[config.mk]
export PLATFORM = sky130hd
export DESIGN_NAME = adc_ovs_unit
export DESIGN_NICKNAME = d
export VERILOG_FILES = /design/src/rtl/adc_ovs_pkg.sv /design/src/rtl/ovs_batch_ctr.sv /design/src/rtl/ovs_accum.sv /design/src/rtl/ovs_round_shift.sv /design/src/rtl/adc_ovs_unit.sv
export SDC_FILE = /design/constraint.sdc
export NUM_CORES = 1
export LEC_CHECK = 0
export BUFFER_PORTS_ARGS = -buffer_cell sky130_fd_sc_hd__buf_2
export CAP_MARGIN = 25
export CORE_MARGIN = 5
export CORE_UTILIZATION = 50
export CTS_BUF_LIST = sky130_fd_sc_hd__clkbuf_4 sky130_fd_sc_hd__clkbuf_8 sky130_fd_sc_hd__clkbuf_16
export CTS_CLUSTER_SIZE = 14
export DETAILED_ROUTE_END_ITERATION = 12
export GPL_TIMING_DRIVEN = 0
export PLACE_DENSITY = 0.83
export SLEW_MARGIN = 5
export SYNTH_ARGS = -nofsm -noshare
export SYNTH_HDL_FRONTEND = slang
export SYNTH_SLANG_ARGS = --single-unit
[constraint.sdc]
create_clock -name clk -period 5.4 [get_ports clk]
set_input_delay 1.08 -clock clk [delete_from_list [all_inputs] [get_ports clk]]
set_output_delay 1.08 -clock clk [all_outputs]
set_load 0.01 [all_outputs]
[src/rtl/adc_ovs_pkg.sv]
package adc_ovs_pkg;
  localparam int SMP_W     = 12;
  localparam int RES_W     = 16;
  localparam int RATIO_W   = 3;
  localparam int SHIFT_W   = 4;
  localparam int MAX_SHIFT = 8;
  // largest batch is 2^(2^RATIO_W) samples
  localparam int CNT_W     = 1 << RATIO_W;
  localparam int ACC_W     = SMP_W + CNT_W;
endpackage

[src/rtl/ovs_batch_ctr.sv]
module ovs_batch_ctr
  import adc_ovs_pkg::*;
#(
  parameter int RW = RATIO_W,
  parameter int CW = CNT_W
) (
  input  logic          clk,
  input  logic          rst,
  input  logic          en,
  input  logic          take,
  input  logic [RW-1:0] ratio_code,
  output logic          last
);
  logic [CW-1:0] cnt_q;
  logic [CW:0]   last_idx;
  logic [RW:0]   exp_w;

  always_comb begin
    exp_w    = {1'b0, ratio_code} + {{RW{1'b0}}, 1'b1};
    last_idx = ({{CW{1'b0}}, 1'b1} << exp_w) - {{CW{1'b0}}, 1'b1};
    last     = take && ({1'b0, cnt_q} == last_idx);
  end

  always_ff @(posedge clk) begin
    if (rst || !en || last) cnt_q <= '0;
    else if (take)          cnt_q <= cnt_q + 1'b1;
  end
endmodule

[src/rtl/ovs_accum.sv]
module ovs_accum
  import adc_ovs_pkg::*;
#(
  parameter int SW = SMP_W,
  parameter int AW = ACC_W
) (
  input  logic          clk,
  input  logic          clr,
  input  logic          take,
  input  logic [SW-1:0] data,
  output logic [AW-1:0] sum_next
);
  logic [AW-1:0] acc_q;

  // the sum including the current sample, used when it closes a batch
  always_comb begin
    sum_next = acc_q + (take ? {{(AW-SW){1'b0}}, data} : '0);
  end

  always_ff @(posedge clk) begin
    if (clr)       acc_q <= '0;
    else if (take) acc_q <= sum_next;
  end
endmodule

[src/rtl/ovs_round_shift.sv]
module ovs_round_shift
  import adc_ovs_pkg::*;
#(
  parameter int AW   = ACC_W,
  parameter int OW   = RES_W,
  parameter int SHW  = SHIFT_W,
  parameter int MAXS = MAX_SHIFT
) (
  input  logic [AW-1:0]  sum,
  input  logic [SHW-1:0] shift_code,
  output logic [OW-1:0]  res
);
  localparam int WW = AW + 1;
  localparam logic [SHW-1:0] SH_MAX = SHW'(MAXS);

  logic [SHW-1:0] sh;
  logic [WW-1:0]  half;
  logic [WW-1:0]  biased;
  logic [WW-1:0]  shifted;

  always_comb begin
    sh = (shift_code > SH_MAX) ? SH_MAX : shift_code;
    if (sh == '0) half = '0;
    else          half = {{(WW-1){1'b0}}, 1'b1} << (sh - 1'b1);
    biased  = {1'b0, sum} + half;
    shifted = biased >> sh;
  end

  generate
    if (WW >= OW) begin : g_trunc
      assign res = shifted[OW-1:0];
    end else begin : g_pad
      assign res = {{(OW-WW){1'b0}}, shifted};
    end
  endgenerate
endmodule

[src/rtl/adc_ovs_unit.sv]
module adc_ovs_unit
  import adc_ovs_pkg::*;
#(
  parameter int SW   = SMP_W,
  parameter int OW   = RES_W,
  parameter int RW   = RATIO_W,
  parameter int SHW  = SHIFT_W,
  parameter int MAXS = MAX_SHIFT
) (
  input  logic           clk,
  input  logic           rst,
  input  logic           en,
  input  logic [RW-1:0]  ratio_code,
  input  logic [SHW-1:0] shift_code,
  input  logic           smp_vld,
  input  logic [SW-1:0]  smp_data,
  output logic           res_vld,
  output logic [OW-1:0]  result
);
  localparam int CW = 1 << RW;
  localparam int AW = SW + CW;

  logic          take;
  logic          last;
  logic [AW-1:0] sum_next;
  logic [OW-1:0] res_d;

  assign take = en && smp_vld;

  ovs_batch_ctr #(.RW(RW), .CW(CW)) u_ctr (
    .clk(clk), .rst(rst), .en(en), .take(take),
    .ratio_code(ratio_code), .last(last)
  );

  ovs_accum #(.SW(SW), .AW(AW)) u_acc (
    .clk(clk), .clr(rst || !en || last), .take(take),
    .data(smp_data), .sum_next(sum_next)
  );

  ovs_round_shift #(.AW(AW), .OW(OW), .SHW(SHW), .MAXS(MAXS)) u_rs (
    .sum(sum_next), .shift_code(shift_code), .res(res_d)
  );

  always_ff @(posedge clk) begin
    if (rst) begin
      res_vld <= 1'b0;
      result  <= '0;
    end else begin
      res_vld <= last;
      if (last) result <= res_d;
    end
  end
endmodule

==> results of run 1 <==
[stage by stage]
| stage | util | hold WS [ps] | power (mW) |
|---|---|---|---|
| after floorplan | - | 441 | 0.523 |
| after global placement | 0.543 | 435 | 0.578 |
| after detailed placement | 0.543 | 443 | 0.585 |
| after CTS | 0.558 | 454 | 0.812 |
| after global routing | 0.577 | 476 | 0.875 |
| final | 0.577 | 454 | 0.836 |
[flip-flops by register name, summed over array words and instances (netlist names)]
name,cells
u_acc.acc_q,20
result,16
u_ctr.cnt_q,8
res_vld,1
[worst max path at each step]
| stage | from | end |
|---|---|---|
| final | en | result[14]$_SDFFE_PP0P_ |
| after global routing | ratio_code[0] | u_ctr.cnt_q[7]$_SDFFE_PP0N_ |
| after CTS | en | result[14]$_SDFFE_PP0P_ |
| after detailed placement | en | result[8]$_SDFFE_PP0P_ |
| after global placement | en | result[8]$_SDFFE_PP0P_ |
| after floorplan | en | result[14]$_SDFFE_PP0P_ |
[cell families (layout without fill, tap and decap cells)]
group           Yosys count  after routing  synth area share
buf+inv                  52            102            0.0430
mux                      18             18            0.0456
flops                    45             45             0.186
xor+xnor                 51             51            0.0920
compound gates          219            219             0.309
other cells               1              8          0.000772
fa+ha+maj                34             34            0.0907
simple gates            238            238             0.233
[cell usage in the layout (no fill, tap or decap), types with 6 or more instances in the layout]
master	instances
a211oi_1	17
a21o_1	12
a21oi_1	54
a31oi_1	7
and3_1	15
buf_2	42
buf_4	10
clkbuf_1	23
clkbuf_8	6
conb_1	8
dfxtp_1	45
ha_1	31
inv_1	11
mux2i_1	12
nand2_1	73
nand3_1	12
nor2_1	70
nor3_1	19
nor4_1	6
o2111ai_1	6
o211ai_1	16
o21a_1	8
o21ai_0	31
xnor2_1	32
xor2_1	15
[routing by layer]
metal	GRT usage	vias to the layer above
li1	-	2548
met1	0.312	2417
met2	0.416	235
met3	0.0388	37
met4	0.0577	0
met5	0	-
[layout make-up]
type                    instances  share of cell area
multi-input cells             568               0.711
flip-flops and latches         45               0.162
repair buffers                 45              0.0441
well taps                     133              0.0299
plain buffers                  36              0.0272
clock buffers                   6              0.0148
inverters                      13             0.00877
clock inverters                 2             0.00247
[power groups by stage]
stage,sequential [mW],combinational [mW],clock (mW)
3_3_place_gp,0.342,0.236,0
6_report,0.334,0.269,0.233
3_5_place_dp,0.342,0.243,0
4_1_cts,0.334,0.247,0.231
5_1_grt,0.334,0.291,0.249
2_1_floorplan,0.342,0.181,0
[worst min-delay path: cells and delay by family (launching register included)]
family	cells	cell delay [ps]
flops	1	320
simple gates	1	50
compound gates	1	50
[repair_timing]
action,CTS,global route
setup buffers,3,5
gates resized for setup,10,31
setup endpoints to repair,10,36
hold buffers,0,0
pin swaps,3,11
==> results_dict.tcl, run 1 <==
set metrics [dict create \
    yosys-top-cells-count "74 x nand2_1, 71 x nor2_1, 57 x a21oi_1" \
    drt-initial-drc-count 555 \
    reg2reg_from "u_acc.acc_q[0]$_SDFFE_PP0N_" \
    r2r_slack_ps 1030 \
    cts.sinks 45 \
    max_stage_delay_ps 450 \
    synth.avg_cell_area_um2 7.38 \
    clk_path_buf_depth 2 \
    drt_pass1_iterations 5 \
    via_count 5237 \
    maxSlewViolCount 0 \
    clock_latency_ps 310 \
    yosysTopAreaCellShare 0.186 \
    end_kind "flop" \
    overflow 0 \
    syn_area_um2 4850 \
    max_slew.worst_pin.slew_ps 888 \
    critical-path-top-delay-family "compound AO/OA/AOI/OAI gates" \
    start_kind "input pin" \
    ys_warn_count 0 \
    die_w_um 109 \
    synth-edff-count 0 \
    cp.arrival_ps 5400 \
    finalSetupViolCount 0 \
    async_flop_share 0 \
    reg2reg_depth 19 \
    wl_met1_mm 6.06 \
    dp_slack_ps -807 \
    synth_ff_type "dfxtp_1" \
    synth_area_leader_cell "dfxtp_1" \
    place_area_um2 5230 \
    clockRootBuffer "clkbuf_8" \
    hp-class "flop to flop" \
    cp_num_buf_inv 2 \
    ant_nets 0 \
    max-vdd-ir-drop_uv 127 \
    layout-drive-gt1-share 0.147 \
    ys_ff_latch 45 \
    track_usage 0.240 \
    grt_pass1_wl_mm 23.1 \
    met3_length_mm 1.16 \
    max_slew_margin 0.404 \
    drc 0 \
    final.min_clock_period_ps 5200 \
    dp_cells 835 \
    hold_viol 0 \
    postRouteWirelength_mm 14.7 \
    fmax_mhz 192 \
    crit_required_ps 5600 \
    finalSetupTns_ps 0 \
    p_int_mw 0.538 \
    skew_ps 6.38 \
    path_clk_slew_ps 90 \
    p_leak_nw 2.25 \
    status "finished clean" \
    routed_via_density 6.18 \
    grt_max_degree 15 \
    coreArea_um2 9640 \
    syn_inst 658 \
    power_frac_seq 0.400 \
    final_area_um2 5570 \
    worst_slack_ps 197 \
    num-fill-cells 939 \
    area_growth_pct 14.7 \
    rows 36 \
    final_nets 771 \
    hpwl_mm 11.1 \
    die_area_um2 11800 \
    path_cells "buf_2 > buf_2 > and3_1 > ha_1 > a211oi_1 > o21ai_2 > o21ai_1 > a21boi_1 > a21oi_2 > nor2_1 > xor2_1 > ha_1 > and3_1 > nand3_1 > o21a_1 > a21oi_2 > a21boi_0 > nor4_1 > or3_1 > a32o_1" \
    swShare 0.356 \
    drv_cap 0 \
    regArea_um2 901 \
    met2RoutedLength_mm 7.17 \
    slowest_stage "a21boi_0" \
    fin_cells 848 \
    multi_input_area_um2 3960 \
    place_congestion 0.945 \
    io_pins 40 \
    synthDistinctLibCells 78 \
    antenna_cells 0 \
    hp-start "result[7]$_SDFFE_PP0P_" \
    hold_end "result[7]$_SDFFE_PP0P_" \
    yosysSeqAreaShare 0.186 \
    whs_path_depth 2 \
    cp_max_fo 10 \
    combPwrFrac 0.321 \
    htreeDepth 2 \
    critical_path_class "input pin to flop" \
    fp.dieH_um 109 \
    wl_per_cell_um 17.3 \
    power_density_nw_per_um2 150 \
    min_period_over_period 0.963 \
    io_buffer_count 37 \
    highest_layer "met4" \
    grt_pass1_vias 4821 \
    cts_tree "built" \
    start_util 0.504 \
    synth.area.top_cells "dfxtp_1 19%, ha_1 8.2%, xnor2_1 6.5%" \
    cts_buffers 5 \
    antenna_found_initial 0 \
    rr_endpoint "result[12]$_SDFFE_PP0P_" \
    worst-path-stages 20 \
    yosysMostFrequentCell "nand2_1" \
    clkPwrFrac 0.279 \
    p_switching_mw 0.298 \
]
(Power assumes the default switching activity.)
==> inputs of run 2 (changes only) <==
Settings changed: ABC_AREA set to 1, PLACE_DENSITY 0.83 to 0.81.
Clock period 5.4 ns to 5.05 ns, I/O delays scaled along.
==> run 2 against run 1 <==
Synthesized cell count grew 16%. First-iteration DRC count is 39% lower. Sequential share of layout area grew 1.5 points. Non-clock buffer count is 24 lower. Via count is 5.9% lower. Combinational power fell by 11%. Critical path depth up 6. Core utilization fell by 2.0 points. Area after synthesis fell by 5.5%. Setup slack better by 210 ps. Hold slack improved by 15 ps. Sequential cell count is the same. Critical endpoint is now result[10]$_SDFFE_PP0P_. Largest power group unchanged.
==> results_dict.tcl, run 2 <==
set metrics [dict create \
    fp.dieH_um 106 \
    wl_per_cell_um 12.2 \
    rows 35 \
    ys_warn_count 0 \
    antenna_cells 0 \
    clock_latency_ps 300 \
    rsz0062_at_grt "false" \
    synthDistinctLibCells 48 \
    p_leak_nw 2.62 \
    final_nets 872 \
    cpMostUsedCell "nand2_1" \
    hpwl_mm 9.16 \
    max-vdd-ir-drop_uv 110 \
    dp_cells 919 \
    dp_slack_ps -207 \
    hp-class "flop to flop" \
    yosysTopAreaCellShare 0.196 \
    die_w_um 106 \
    end_kind "flop" \
    finalSetupTns_ps 0 \
    drc 0 \
    via_count 4926 \
    antenna_found_initial 0 \
    htreeDepth 2 \
    cts_tree "built" \
    synth.avg_cell_area_um2 6.01 \
    synth-edff-count 0 \
    skew_ps 6.84 \
    path_clk_slew_ps 90 \
    place_congestion 0.907 \
    fin_hold_ws_ps 469 \
    start_kind "input pin" \
    final_cell_mix "212 x nand2_1, 89 x inv_1, 87 x nand3_1" \
    cp_num_buf_inv 2 \
    critical-path-top-delay-family "simple AND/OR/NAND/NOR gates" \
    grt_max_degree 15 \
    clk_path_buf_depth 2 \
    largest_register_ffs 20 \
    final.min_clock_period_ps 4640 \
    die_area_um2 11200 \
    cp.arrival_ps 4820 \
    cp_max_fo 10 \
    syn_inst 764 \
    syn_area_um2 4590 \
    finalSetupViolCount 0 \
    critical_path_class "input pin to flop" \
    async_flop_share 0 \
    largest-register "u_acc.acc_q" \
    synth_ff_type "dfxtp_1" \
    mostFrequentLayoutCell "nand2_1" \
    ys_ff_latch 45 \
    power_density_nw_per_um2 182 \
    overflow 0 \
    yosys-top-cells-count "213 x nand2_1, 89 x inv_1, 87 x nand3_1" \
    finalPower_mw 0.922 \
    slowest_stage "fa_1" \
    synth.area.top_cells "dfxtp_1 20%, nand2_1 17%, nand3_1 9.5%" \
    grt_pass1_vias 4580 \
    maxSlewViolCount 0 \
    track_usage 0.204 \
    coreArea_um2 9110 \
    final_area_um2 5080 \
    status "finished clean" \
    max_slew.worst_pin.slew_ps 523 \
    io_pins 40 \
    fmax_mhz 216 \
    postRouteWirelength_mm 11.3 \
    cts.sinks 45 \
    drt-initial-drc-count 337 \
    layout-drive-gt1-share 0.100 \
    cts_buffers 5 \
    min_period_over_period 0.918 \
    clockRootBuffer "clkbuf_8" \
    yosysSeqAreaShare 0.196 \
    cts_hold_buf 0 \
    post_cts_resized 0 \
    worst_slack_ps 412 \
    grt_pass1_wl_mm 19.4 \
    reg_top3 "u_acc.acc_q: 20 flops, result: 16 flops, u_ctr.cnt_q: 8 flops" \
    post-cts-setup-buffers 0 \
    crit_required_ps 5240 \
    max_slew_margin 0.652 \
    synth_area_leader_cell "dfxtp_1" \
    hold_viol 0 \
    drt_pass1_iterations 5 \
    yosysMostFrequentCell "nand2_1" \
    area_growth_pct 10.7 \
    drv_cap 0 \
    start_util 0.504 \
    ant_nets 0 \
    fin_util 0.558 \
    io_buffer_count 37 \
    place_area_um2 4940 \
    routed_via_density 5.31 \
    max_stage_delay_ps 410 \
    fin_cells 927 \
]
==> run 2: path summary, 6_finish.rpt <==
path / slack [ps] / end / cells after the start / from
setup reg to reg: 1360 / result[10]$_SDFFE_PP0P_ / 22 / u_acc.acc_q[0]$_SDFFE_PP0N_
setup / recovery: 410 / result[10]$_SDFFE_PP0P_ / 26 / en
hold / removal: 470 / result[8]$_SDFFE_PP0P_ / 2 / result[8]$_SDFFE_PP0P_
hold reg to reg: 470 / result[8]$_SDFFE_PP0P_ / 2 / result[8]$_SDFFE_PP0P_
==> run 2: routing by layer <==
layer	GRT usage	routed length, µm
met5	0	0
met4	0.0518	182
met3	0.0343	592
met2	0.356	5290
met1	0.259	5210
==> run 2: cell families after synthesis <==
logic type	count (synthesis)	share of synthesized area
fa+ha+maj	34	0.0960
simple gates	412	0.392
flops	45	0.196
other cells	1	0.000817
xor+xnor	31	0.0592
buf+inv	118	0.103
compound gates	123	0.153
==> run 2: layout make-up <==
type | instances | area (µm²)
fill | 953 | 4030
multi-input combinational | 608 | 3250
sequential | 45 | 901
inverter | 98 | 368
timing repair buffer | 37 | 185
tap | 111 | 139
buffer | 20 | 109
clock buffer | 5 | 68.8
clock inverter | 3 | 65.1
==> run 2: tightest hold or removal path: stages, from the launching register on <==
cell     delay [ps]
dfxtp_1         320
nand2_1          60
a21oi_1          50
==> run 2: report_power, final <==
part | leakage (nW) | internal, mW | total [mW] | switching [mW]
sequential | 0.363 | 0.357 | 0.359 | 0.00201
combinational | 2.19 | 0.0805 | 0.239 | 0.158
clock | 0.0681 | 0.197 | 0.325 | 0.128
